===== src/rtl/cet_pkg.sv =====
// Package: cet_pkg
// Shared constants and types of the compare event timer.
// Assumes a word-addressed register port of eight locations.
package cet_pkg;

    localparam int ADDR_W = 3;

    typedef enum logic [ADDR_W-1:0] {
        A_MODE = 3'd0,
        A_CMP  = 3'd1,
        A_CMD  = 3'd2,
        A_IEN  = 3'd3,
        A_IDIS = 3'd4,
        A_MASK = 3'd5,
        A_STAT = 3'd6,
        A_CNT  = 3'd7
    } reg_addr_e;

    localparam int CMD_EN_BIT   = 0;
    localparam int CMD_DIS_BIT  = 1;
    localparam int CMD_TRIG_BIT = 2;

    localparam int N_SRC       = 2;
    localparam int SRC_CMP     = 0;
    localparam int SRC_OVF     = 1;
    localparam int STAT_EN_BIT = 4;

    typedef struct packed {
        logic en;
        logic dis;
        logic trig;
    } cmd_t;

endpackage


===== src/rtl/cet_regs.sv =====
// Module: cet_regs
// Holds the mode and compare registers, decodes the command and mask
// strobes, and builds the read data. Assumes CNT_W >= 8 so the status
// word fits. Reads have no side effect except the status strobe.
module cet_regs
    import cet_pkg::*;
#(
    parameter int CNT_W = 16,
    parameter int SEL_W = 1
) (
    input  logic                  clk_i,
    input  logic                  rst_ni,
    input  logic                  bus_wr_i,
    input  logic                  bus_rd_i,
    input  logic [ADDR_W-1:0]     bus_addr_i,
    input  logic [CNT_W-1:0]      bus_wdata_i,
    input  logic [CNT_W-1:0]      cnt_i,
    input  logic                  en_i,
    input  logic [N_SRC-1:0]      flags_i,
    input  logic [N_SRC-1:0]      mask_i,
    output logic                  stop_mode_o,
    output logic [SEL_W-1:0]      clk_sel_o,
    output logic [CNT_W-1:0]      cmp_o,
    output cmd_t                  cmd_o,
    output logic [N_SRC-1:0]      mask_set_o,
    output logic [N_SRC-1:0]      mask_clr_o,
    output logic                  stat_rd_o,
    output logic [CNT_W-1:0]      bus_rdata_o
);

    localparam int MODE_W = SEL_W + 1;

    logic [MODE_W-1:0] mode_q;
    logic [CNT_W-1:0]  cmp_q;
    logic              cmd_hit;

    // Store mode and compare on writes to their addresses.
    always_ff @(posedge clk_i) begin
        if (!rst_ni) begin
            mode_q <= '0;
            cmp_q  <= '1;
        end else if (bus_wr_i) begin
            if (bus_addr_i == A_MODE) mode_q <= bus_wdata_i[MODE_W-1:0];
            if (bus_addr_i == A_CMP)  cmp_q  <= bus_wdata_i;
        end
    end

    assign stop_mode_o = mode_q[0];
    assign clk_sel_o   = mode_q[MODE_W-1:1];
    assign cmp_o       = cmp_q;

    // Decode the one-cycle command and mask strobes.
    always_comb begin
        cmd_hit    = bus_wr_i && (bus_addr_i == A_CMD);
        cmd_o.en   = cmd_hit && bus_wdata_i[CMD_EN_BIT];
        cmd_o.dis  = cmd_hit && bus_wdata_i[CMD_DIS_BIT];
        cmd_o.trig = cmd_hit && bus_wdata_i[CMD_TRIG_BIT];
        mask_set_o = (bus_wr_i && bus_addr_i == A_IEN)  ? bus_wdata_i[N_SRC-1:0] : '0;
        mask_clr_o = (bus_wr_i && bus_addr_i == A_IDIS) ? bus_wdata_i[N_SRC-1:0] : '0;
        stat_rd_o  = bus_rd_i && (bus_addr_i == A_STAT);
    end

    // Select the read word for the addressed location.
    always_comb begin
        bus_rdata_o = '0;
        case (bus_addr_i)
            A_MODE: bus_rdata_o[MODE_W-1:0] = mode_q;
            A_CMP:  bus_rdata_o = cmp_q;
            A_MASK: bus_rdata_o[N_SRC-1:0] = mask_i;
            A_STAT: begin
                bus_rdata_o[N_SRC-1:0]   = flags_i;
                bus_rdata_o[STAT_EN_BIT] = en_i;
            end
            A_CNT:  bus_rdata_o = cnt_i;
            default: bus_rdata_o = '0;
        endcase
    end


    cmp_write_chk: assert property (@(posedge clk_i) disable iff (!rst_ni)
        (bus_wr_i && bus_addr_i == A_CMP) |=> (cmp_o == $past(bus_wdata_i)));

endmodule


===== src/rtl/cet_counter.sv =====
// Module: cet_counter
// Up-counter with compare, periodic or one-shot restart, enable state
// and command handling. Assumes at most one command per cycle. A command
// carrying trigger or disable takes the cycle and no counting occurs.
module cet_counter
    import cet_pkg::*;
#(
    parameter int CNT_W  = 16,
    parameter int N_TICK = 2,
    parameter int SEL_W  = 1
) (
    input  logic               clk_i,
    input  logic               rst_ni,
    input  logic [N_TICK-1:0]  tick_i,
    input  logic [SEL_W-1:0]   clk_sel_i,
    input  logic               stop_mode_i,
    input  logic [CNT_W-1:0]   cmp_i,
    input  cmd_t               cmd_i,
    output logic [CNT_W-1:0]   cnt_o,
    output logic               en_o,
    output logic [N_SRC-1:0]   ev_o
);

    logic [CNT_W-1:0] cnt_q;
    logic             en_q;
    logic             tick_sel;
    logic             halt;
    logic             adv;
    logic             hit;
    logic             at_top;

    // Pick the count-enable input named by the select field.
    always_comb begin
        tick_sel = 1'b0;
        for (int i = 0; i < N_TICK; i++) begin
            if (clk_sel_i == SEL_W'(i)) tick_sel = tick_i[i];
        end
    end

    // Work out whether this cycle counts and which events it raises.
    always_comb begin
        halt   = cmd_i.dis || cmd_i.trig;
        adv    = en_q && tick_sel && !halt;
        hit    = (cnt_q == cmp_i);
        at_top = (cnt_q == {CNT_W{1'b1}});
        ev_o          = '0;
        ev_o[SRC_CMP] = adv && hit;
        ev_o[SRC_OVF] = adv && !hit && at_top;
    end

    // Advance, wrap on compare, or restart on trigger.
    always_ff @(posedge clk_i) begin
        if (!rst_ni)         cnt_q <= '0;
        else if (cmd_i.trig) cnt_q <= '0;
        else if (adv)        cnt_q <= hit ? '0 : cnt_q + CNT_W'(1);
    end

    // Track whether the channel is running.
    always_ff @(posedge clk_i) begin
        if (!rst_ni)                        en_q <= 1'b0;
        else if (cmd_i.dis)                 en_q <= 1'b0;
        else if (cmd_i.en)                  en_q <= 1'b1;
        else if (adv && hit && stop_mode_i) en_q <= 1'b0;
    end

    assign cnt_o = cnt_q;
    assign en_o  = en_q;


    oneshot_stop_chk: assert property (@(posedge clk_i) disable iff (!rst_ni)
        (ev_o[SRC_CMP] && stop_mode_i && !cmd_i.en) |=> !en_q);


    periodic_wrap_chk: assert property (@(posedge clk_i) disable iff (!rst_ni)
        ev_o[SRC_CMP] |=> (cnt_q == '0));


    idle_hold_chk: assert property (@(posedge clk_i) disable iff (!rst_ni)
        (!en_q && !cmd_i.trig) |=> $stable(cnt_q));


    trig_idle_chk: assert property (@(posedge clk_i) disable iff (!rst_ni)
        (cmd_i.trig && !en_q && !cmd_i.en) |=> (cnt_q == '0 && !en_q));

endmodule


===== src/rtl/cet_irq.sv =====
// Module: cet_irq
// Latches each event source into a status flag that a status read
// clears, keeps the interrupt mask, and drives the interrupt request.
// Assumes set and clear strobes of the mask never arrive together.
module cet_irq
    import cet_pkg::*;
(
    input  logic             clk_i,
    input  logic             rst_ni,
    input  logic [N_SRC-1:0] ev_i,
    input  logic             stat_rd_i,
    input  logic [N_SRC-1:0] mask_set_i,
    input  logic [N_SRC-1:0] mask_clr_i,
    output logic [N_SRC-1:0] flags_o,
    output logic [N_SRC-1:0] mask_o,
    output logic             irq_o
);

    logic [N_SRC-1:0] flag_q;
    logic [N_SRC-1:0] mask_q;

    for (genvar g = 0; g < N_SRC; g++) begin : g_src
        // Latch the event; a new event beats a clearing read.
        always_ff @(posedge clk_i) begin
            if (!rst_ni)        flag_q[g] <= 1'b0;
            else if (ev_i[g])   flag_q[g] <= 1'b1;
            else if (stat_rd_i) flag_q[g] <= 1'b0;
        end

        // Set or clear this source's mask bit.
        always_ff @(posedge clk_i) begin
            if (!rst_ni)            mask_q[g] <= 1'b0;
            else if (mask_set_i[g]) mask_q[g] <= 1'b1;
            else if (mask_clr_i[g]) mask_q[g] <= 1'b0;
        end


        flag_set_chk: assert property (@(posedge clk_i) disable iff (!rst_ni)
            ev_i[g] |=> flag_q[g]);
    end

    assign flags_o = flag_q;
    assign mask_o  = mask_q;
    assign irq_o   = |(flag_q & mask_q);


    mask_clear_chk: assert property (@(posedge clk_i) disable iff (!rst_ni)
        (mask_clr_i == '1) |=> !irq_o);

endmodule


===== src/rtl/compare_event_timer.sv =====
// Module: compare_event_timer
// Timer channel top: register port, counter with compare and one-shot
// stop, status flags and interrupt. Assumes the tick inputs are already
// synchronous one-cycle count enables in the clk_i domain.
module compare_event_timer
    import cet_pkg::*;
#(
    parameter int CNT_W  = 16,
    parameter int N_TICK = 2
) (
    input  logic               clk_i,
    input  logic               rst_ni,
    input  logic [N_TICK-1:0]  tick_i,
    input  logic               bus_wr_i,
    input  logic               bus_rd_i,
    input  logic [2:0]         bus_addr_i,
    input  logic [CNT_W-1:0]   bus_wdata_i,
    output logic [CNT_W-1:0]   bus_rdata_o,
    output logic               irq_o
);

    localparam int SEL_W = (N_TICK > 1) ? $clog2(N_TICK) : 1;

    logic             stop_mode;
    logic [SEL_W-1:0] clk_sel;
    logic [CNT_W-1:0] cmp_val;
    cmd_t             cmd;
    logic [N_SRC-1:0] mask_set;
    logic [N_SRC-1:0] mask_clr;
    logic             stat_rd;
    logic [CNT_W-1:0] cnt;
    logic             en;
    logic [N_SRC-1:0] ev;
    logic [N_SRC-1:0] flags;
    logic [N_SRC-1:0] mask;

    cet_regs #(.CNT_W(CNT_W), .SEL_W(SEL_W)) u_regs (
        .clk_i       (clk_i),
        .rst_ni      (rst_ni),
        .bus_wr_i    (bus_wr_i),
        .bus_rd_i    (bus_rd_i),
        .bus_addr_i  (bus_addr_i),
        .bus_wdata_i (bus_wdata_i),
        .cnt_i       (cnt),
        .en_i        (en),
        .flags_i     (flags),
        .mask_i      (mask),
        .stop_mode_o (stop_mode),
        .clk_sel_o   (clk_sel),
        .cmp_o       (cmp_val),
        .cmd_o       (cmd),
        .mask_set_o  (mask_set),
        .mask_clr_o  (mask_clr),
        .stat_rd_o   (stat_rd),
        .bus_rdata_o (bus_rdata_o)
    );

    cet_counter #(.CNT_W(CNT_W), .N_TICK(N_TICK), .SEL_W(SEL_W)) u_counter (
        .clk_i       (clk_i),
        .rst_ni      (rst_ni),
        .tick_i      (tick_i),
        .clk_sel_i   (clk_sel),
        .stop_mode_i (stop_mode),
        .cmp_i       (cmp_val),
        .cmd_i       (cmd),
        .cnt_o       (cnt),
        .en_o        (en),
        .ev_o        (ev)
    );

    cet_irq u_irq (
        .clk_i      (clk_i),
        .rst_ni     (rst_ni),
        .ev_i       (ev),
        .stat_rd_i  (stat_rd),
        .mask_set_i (mask_set),
        .mask_clr_i (mask_clr),
        .flags_o    (flags),
        .mask_o     (mask),
        .irq_o      (irq_o)
    );


    wrap_flag_chk: assert property (@(posedge clk_i) disable iff (!rst_ni)
        ev[SRC_OVF] |=> (cnt == '0 && flags[SRC_OVF]));

endmodule


===== config.mk =====
export PLATFORM = sky130hd
export DESIGN_NAME = compare_event_timer
export DESIGN_NICKNAME = d
export VERILOG_FILES = /design/src/rtl/cet_pkg.sv /design/src/rtl/cet_regs.sv /design/src/rtl/cet_counter.sv /design/src/rtl/cet_irq.sv /design/src/rtl/compare_event_timer.sv
export SDC_FILE = /design/constraint.sdc
export NUM_CORES = 1
export LEC_CHECK = 0
export ABC_AREA = 1
export BUFFER_PORTS_ARGS = -buffer_cell sky130_fd_sc_hd__buf_2
export CORE_MARGIN = 3
export CORE_UTILIZATION = 45
export CTS_CLUSTER_DIAMETER = 40
export DETAILED_ROUTE_END_ITERATION = 8
export PLACE_DENSITY = 0.67
export SLEW_MARGIN = 20
export SYNTH_ARGS = -nofsm -noshare
export SYNTH_HDL_FRONTEND = slang
export SYNTH_SLANG_ARGS = --single-unit

===== constraint.sdc =====
create_clock -name clk_i -period 2.3 [get_ports clk_i]
set_input_delay 0.115 -clock clk_i [delete_from_list [all_inputs] [get_ports clk_i]]
set_output_delay 0.115 -clock clk_i [all_outputs]
set_load 0.005 [all_outputs]

**Word-level counts from Yosys, hierarchy flattened**

Cells that the tools add are included.

- Eq/ne operators: 9
- Muxes and demuxes: 17
- Add/subtract/negate cells: 1
- Bitwise gates (word level): 2
- Reductions and logical operators: 27

Operators by type and width:

| kind | number |
|---|---|
| $pmux W11 S2 | 1 |
| $add A16 B1 Y16 const B | 1 |
| $eq A16 B16 Y1 | 1 |
| $eq A16 B16 Y1 const B | 1 |
| $mux W16 | 1 |
| $logic_and A1 B1 Y1 | 13 |
| $eq A3 B3 Y1 const B | 4 |
| $mux W1 | 10 |
| $pmux W2 S5 | 1 |
| $reduce_bool A2 Y1 | 5 |
| $eq A3 B2 Y1 const B | 2 |
| $reduce_or A2 Y1 | 3 |
| $mux W2 | 2 |
| $pmux W2 S2 | 1 |
| $reduce_and A2 Y1 | 2 |
| $eq A3 B1 Y1 const B | 1 |
| $logic_not A3 Y1 | 1 |
| $pmux W1 S3 | 1 |
| $and A2 B2 Y2 | 1 |
| $logic_not A1 Y1 | 2 |
| $logic_or A1 B1 Y1 | 1 |
| $not A1 Y1 | 1 |

- Output and inout port bits: 17
- Input bits: 25
- Flip-flop bits (word level): 39
- Word-level logic and storage cells: 64

**Longest topological paths before layout**

- Depth after elaboration: 10
- Mapped depth: 10
- Mapped depth without buffers: 10

**Modules after synthesis**

From an unflattened synthesis, not the netlist that was laid out.

- Cells, all modules: 392
- Area total of the unflattened synthesis: 2511.2 µm²

Modules (own cells, without submodules):

| module | cells each | seq. area each (µm²) | area each (µm²) | instances |
|---|---|---|---|---|
| cet_counter | 192 | 340.3 | 1179.9 | 1 |
| cet_regs | 177 | 360.3 | 1174.9 | 1 |
| cet_irq | 23 | 80.1 | 156.4 | 1 |

**Least setup slack after synthesis**

No wires, ideal clock.

- Path kind: reg2reg
- Start: reg u_counter.cnt_q[0] (netlist: u_counter.cnt_o[0])
- End: reg u_counter.cnt_q[14] (netlist: u_counter.cnt_o[14])
- Data arrival time: 1.294 ns
- Setup time: 0.114 ns
- Required time: 2.186 ns
- Buffers on the path: 0
- Clock period less this slack: 1.409 ns
- Stages on the path, launching flop included: 11
- Slack: 0.891 ns
- Cells stage by stage: dfxtp_1 ha_1 nand2_1 inv_1 nand2_1 nor2_1 inv_1 nor2_1 nand2_1 xor2_1 nor2_1

- Word-level cells in the longest chain between the ends: 2
- Elaborated cells between the ends (all ways): 3
- Classes of those cells: add/sub: 1; eq/ne: 1; mux: 1

Ends and longest elaborated chain:

| item | line | RTL |
|---|---|---|
| start: declaration | cet_counter.sv:24 | `logic [CNT_W-1:0] cnt_q;` |
| start signal: assignment | cet_counter.sv:55 | `else if (adv) cnt_q <= hit ? '0 : cnt_q + CNT_W'(1);` |
| $add A16 B1 Y16 / $eq A16 B16 Y1 (equally long branches) | cet_counter.sv:55, cet_counter.sv:44 |  |
| $mux W16 * | cet_counter.sv:55 |  |

Mark *: on every way between the ends. The rest lies on a longest branch, timed or not.
A chain may end at the register's enable or synchronous reset.

**Worst setup path after layout**

- Start: reg u_regs.mode_q[1]
- End: reg u_counter.cnt_q[12] (netlist: u_counter.cnt_o[12])

- Word-level cells in the longest chain between the ends: 3

Ends and longest elaborated chain:

| item | line | RTL |
|---|---|---|
| start: declaration | cet_regs.sv:33 | `logic [MODE_W-1:0] mode_q;` |
| start signal: assignment | cet_regs.sv:43 | `if (bus_addr_i == A_MODE) mode_q <= bus_wdata_i[MODE_W-1:0];` |
| $mux W1 | cet_counter.sv:36 | `if (clk_sel_i == SEL_W'(i)) tick_sel = tick_i[i];` |
| $logic_and A1 B1 Y1 (2 in series) | cet_counter.sv:43 | `adv = en_q && tick_sel && !halt;` |

Every way passes these cells.

==> impl_results.md <==
- Status: completed
- Critical Path AT: roughly 2 ns
- Final Skew: ~0.0077 ns
- Multi-input logic area: roughly 1200 µm²
- Top-count cell post-synth: nand2_1
- Clock tree buffer depth: 2
- Yosys cell types: 32
- Clock power frac: 0.412
- Fin cells: between 400 and 500
- Post-synthesis sequential area ratio: 0.353
- Fillers: between 400 and 500
- Period utilization: 0.794
- Drt total wl: approximately 5.5 mm
- Antenna Nets Post-Route: 0
- N_diodes: 0
- Setup ws final: about 0.47 ns
- CTS clk-pin slew, worst paths: roughly 0.08 ns
- Reg power frac: 0.497
- Port bufs: between 40 and 50
- RSZ-0062 raised after global routing: no
- Switch Pwr: roughly 0.34 mW
- Initial antenna violation count: 0
- Worst R2R Path Depth: 8
- Gpl congestion: roughly 0.87
- Flops & latches, synth: 39
- Final Power: between 1 and 1.5 mW
- Total GRT Usage: 0.194
- P_int: around 1.1 mW
- Worst setup EP type: register
- Dpl ws: between 0.4 and 0.5 ns
- Core Footprint: roughly 4600 µm²
- Syn Inst Count: between 300 and 400
- Fraction of registers with async set/reset: 0
- Total Nets Final: between 400 and 500
- Max H-tree Level: 2
- Initial Util: 0.485
- Register area: roughly 780 µm²
- Peak Freq: ~0.55 GHz
- Post-Syn Area: approximately 2200 µm²
- Pre-Repair DR Iteration Count: 4
- Congestion Overflow GR: 0
- Fin crit period: approximately 1.8 ns
- Warnings from Yosys: 0
- Worst-Margin Slew: roughly 0.52 ns
- Final Hold Fails: 0
- Switching fraction of total power: 0.242
- Dpl cell area: between 2000 and 2500 µm²
- Die area: 5800 µm²
- Final instance area: approximately 2600 µm²
- Max Slew Vio Count: 0
- Share of layout cells above drive strength 1: 0.183
- CTS tree: yes
- Crit start category: register
- Largest net degree at the start of global routing: 22
- Ports: 42
- Row cnt: 24
- Synth area leader: dfxtp_1
- Initial DRC count: between 100 and 150
- Total number of vias: between 2000 and 2500
- CP required: ~2.5 ns
- Crit-path max FO: 12
- Worst vdd ir: around 0.27 mV
- Syn avg cell area: around 6.6 µm²
- Setup TNS: 0 ns
- Syn Nets: 360
- Number of flops mapped to enable cells by yosys: 0
- Most frequent cells after synthesis: nand2_1, inv_1, dfxtp_1
- Drt drc: 0
- Via-to-Cell Ratio: between 4 and 5
- Crit path kind: reg2reg
- Combinational Power Share: 0.091
- Dpl cells: 434
- # resized after CTS: 0
- Die X-Extent: roughly 76 µm
- Worst Hold Class: in2reg
- Final setup fails: 0
- DP HPWL: 4.15 mm
- Max_cap viols: 0
- Area growth, synth to finish: 17.1%
- Sink Count: 39
- Vias in the first global route: slightly below 2000
- Avg WL per Cell: 12.4 µm
- Largest cells by area after synthesis: dfxtp_1, nand2_1, inv_1, nor2_1, o211ai_1
- CTS Buf Count: 5
- CTS Hold Buffers Added: 0
- Leakage power: roughly 1.1 nW
- Root buffer cell: clkbuf_8
- First-pass GRT wire length: 9.33 mm
- Post-CTS Setup Bufs: 0
- Yosys top cell area share: 0.353
- Slew headroom: 0.653
- Synth Flop Type: dfxtp_1
- Worst skew pair latency: approximately 0.29 ns
- Die height: roughly 76 µm
- WHS Path Cells: 3
- P per Cell Area: between 500 and 600 nW/µm²
flip-flops by register name, indices dropped and copies added, names as in the netlist:
name and cells:
u_irq.flags_o 2, u_counter.cnt_o 16, u_regs.cmp_o 16, u_regs.mode_q 2
u_counter.en_o 1, u_irq.mask_o 2
per-stage QoR:
stage                util  hold WS (ns)
global route        0.568        0.0178
detailed placement  0.543         0.330
CTS                 0.568        0.0171
finish              0.568        0.0220
global placement    0.543         0.327
floorplan               -         0.241
area by class of cell:
cell class	count	area share
multi-input cells	242	0.468
clock buffers	5	0.0265
flip-flops and latches	39	0.301
clock inverters	3	0.0169
repair buffers	44	0.0927
inverters	44	0.0637
well taps	65	0.0314
cells in the final DEF (no fill, tap or decap):
cell type | synthesis | routed
buf_2 | 2 | 41
buf_4 | 2 | 2
inv_1 | 42 | 42
dfxtp_1 | 39 | 39
o221ai_1 | 1 | 1
nor3_1 | 10 | 10
nand2_2 | 3 | 3
buf_12 | 0 | 1
clkinv_4 | 0 | 1
nand4_1 | 6 | 6
inv_2 | 2 | 2
a22oi_1 | 1 | 1
o211ai_1 | 13 | 13
a32o_1 | 1 | 1
o21ai_0 | 6 | 6
o2111ai_1 | 2 | 2
nor2_2 | 5 | 6
clkinv_2 | 0 | 1
bufinv_16 | 0 | 1
o22ai_1 | 9 | 9
a31oi_1 | 2 | 2
xor2_1 | 9 | 9
nor3_2 | 2 | 2
a22o_1 | 1 | 1
clkbuf_8 | 0 | 5
nand3_2 | 1 | 1
nand3_1 | 18 | 18
o21ai_1 | 2 | 2
nand3b_1 | 1 | 1
nand2_1 | 98 | 98
a21oi_1 | 10 | 10
nor2_1 | 37 | 36
nor3b_2 | 3 | 3
ha_1 | 1 | 1
logic make-up after synthesis:
logic type / after synthesis / share of synthesized area
adders and majority gates: 1 / 0.00565
xor gates and xnor gates: 9 / 0.0356
and+or+nand+nor: 184 / 0.366
buffers and inverters: 53 / 0.101
DFF: 39 / 0.353
AOI/OAI and AO/OA: 48 / 0.140
routing by layer:
layer  global-route usage  wire length [µm]
met1                0.261              2650
met2                0.323              2410
met3               0.0307               335
met4               0.0543                62
met5                    0                 0
worst paths after layout:
kind | slack, ns | end | from
worst min-delay path | 0.02 | u_regs.cmp_o[15] | bus_wdata_i[15]
worst max register to register | 0.47 | u_counter.cnt_o[12] | u_regs.mode_q[1]
worst max-delay path | 0.47 | u_counter.cnt_o[12] | u_regs.mode_q[1]
worst min register to register | 0.49 | u_irq.mask_o[1] | u_irq.mask_o[1]
worst max-delay path, cell delays in order (launching register included):
cell and delay [ns]:
dfxtp_1 0.31, inv_1 0.08, nor2_1 0.05, nor2_1 0.14, nand2_1 0.08, nor2_2 0.40
nand3_2 0.23, nand2_2 0.30, nor3_1 0.10
power by group through the flow:
stage	combinational [mW]	sequential [mW]	clock (mW)
floorplan	0.0723	0.709	0
global placement	0.127	0.711	0
detailed placement	0.127	0.711	0
CTS	0.127	0.695	0.590
global route	0.145	0.697	0.619
finish	0.127	0.695	0.577
No activity file was read; power rests on OpenSTA's default activity.
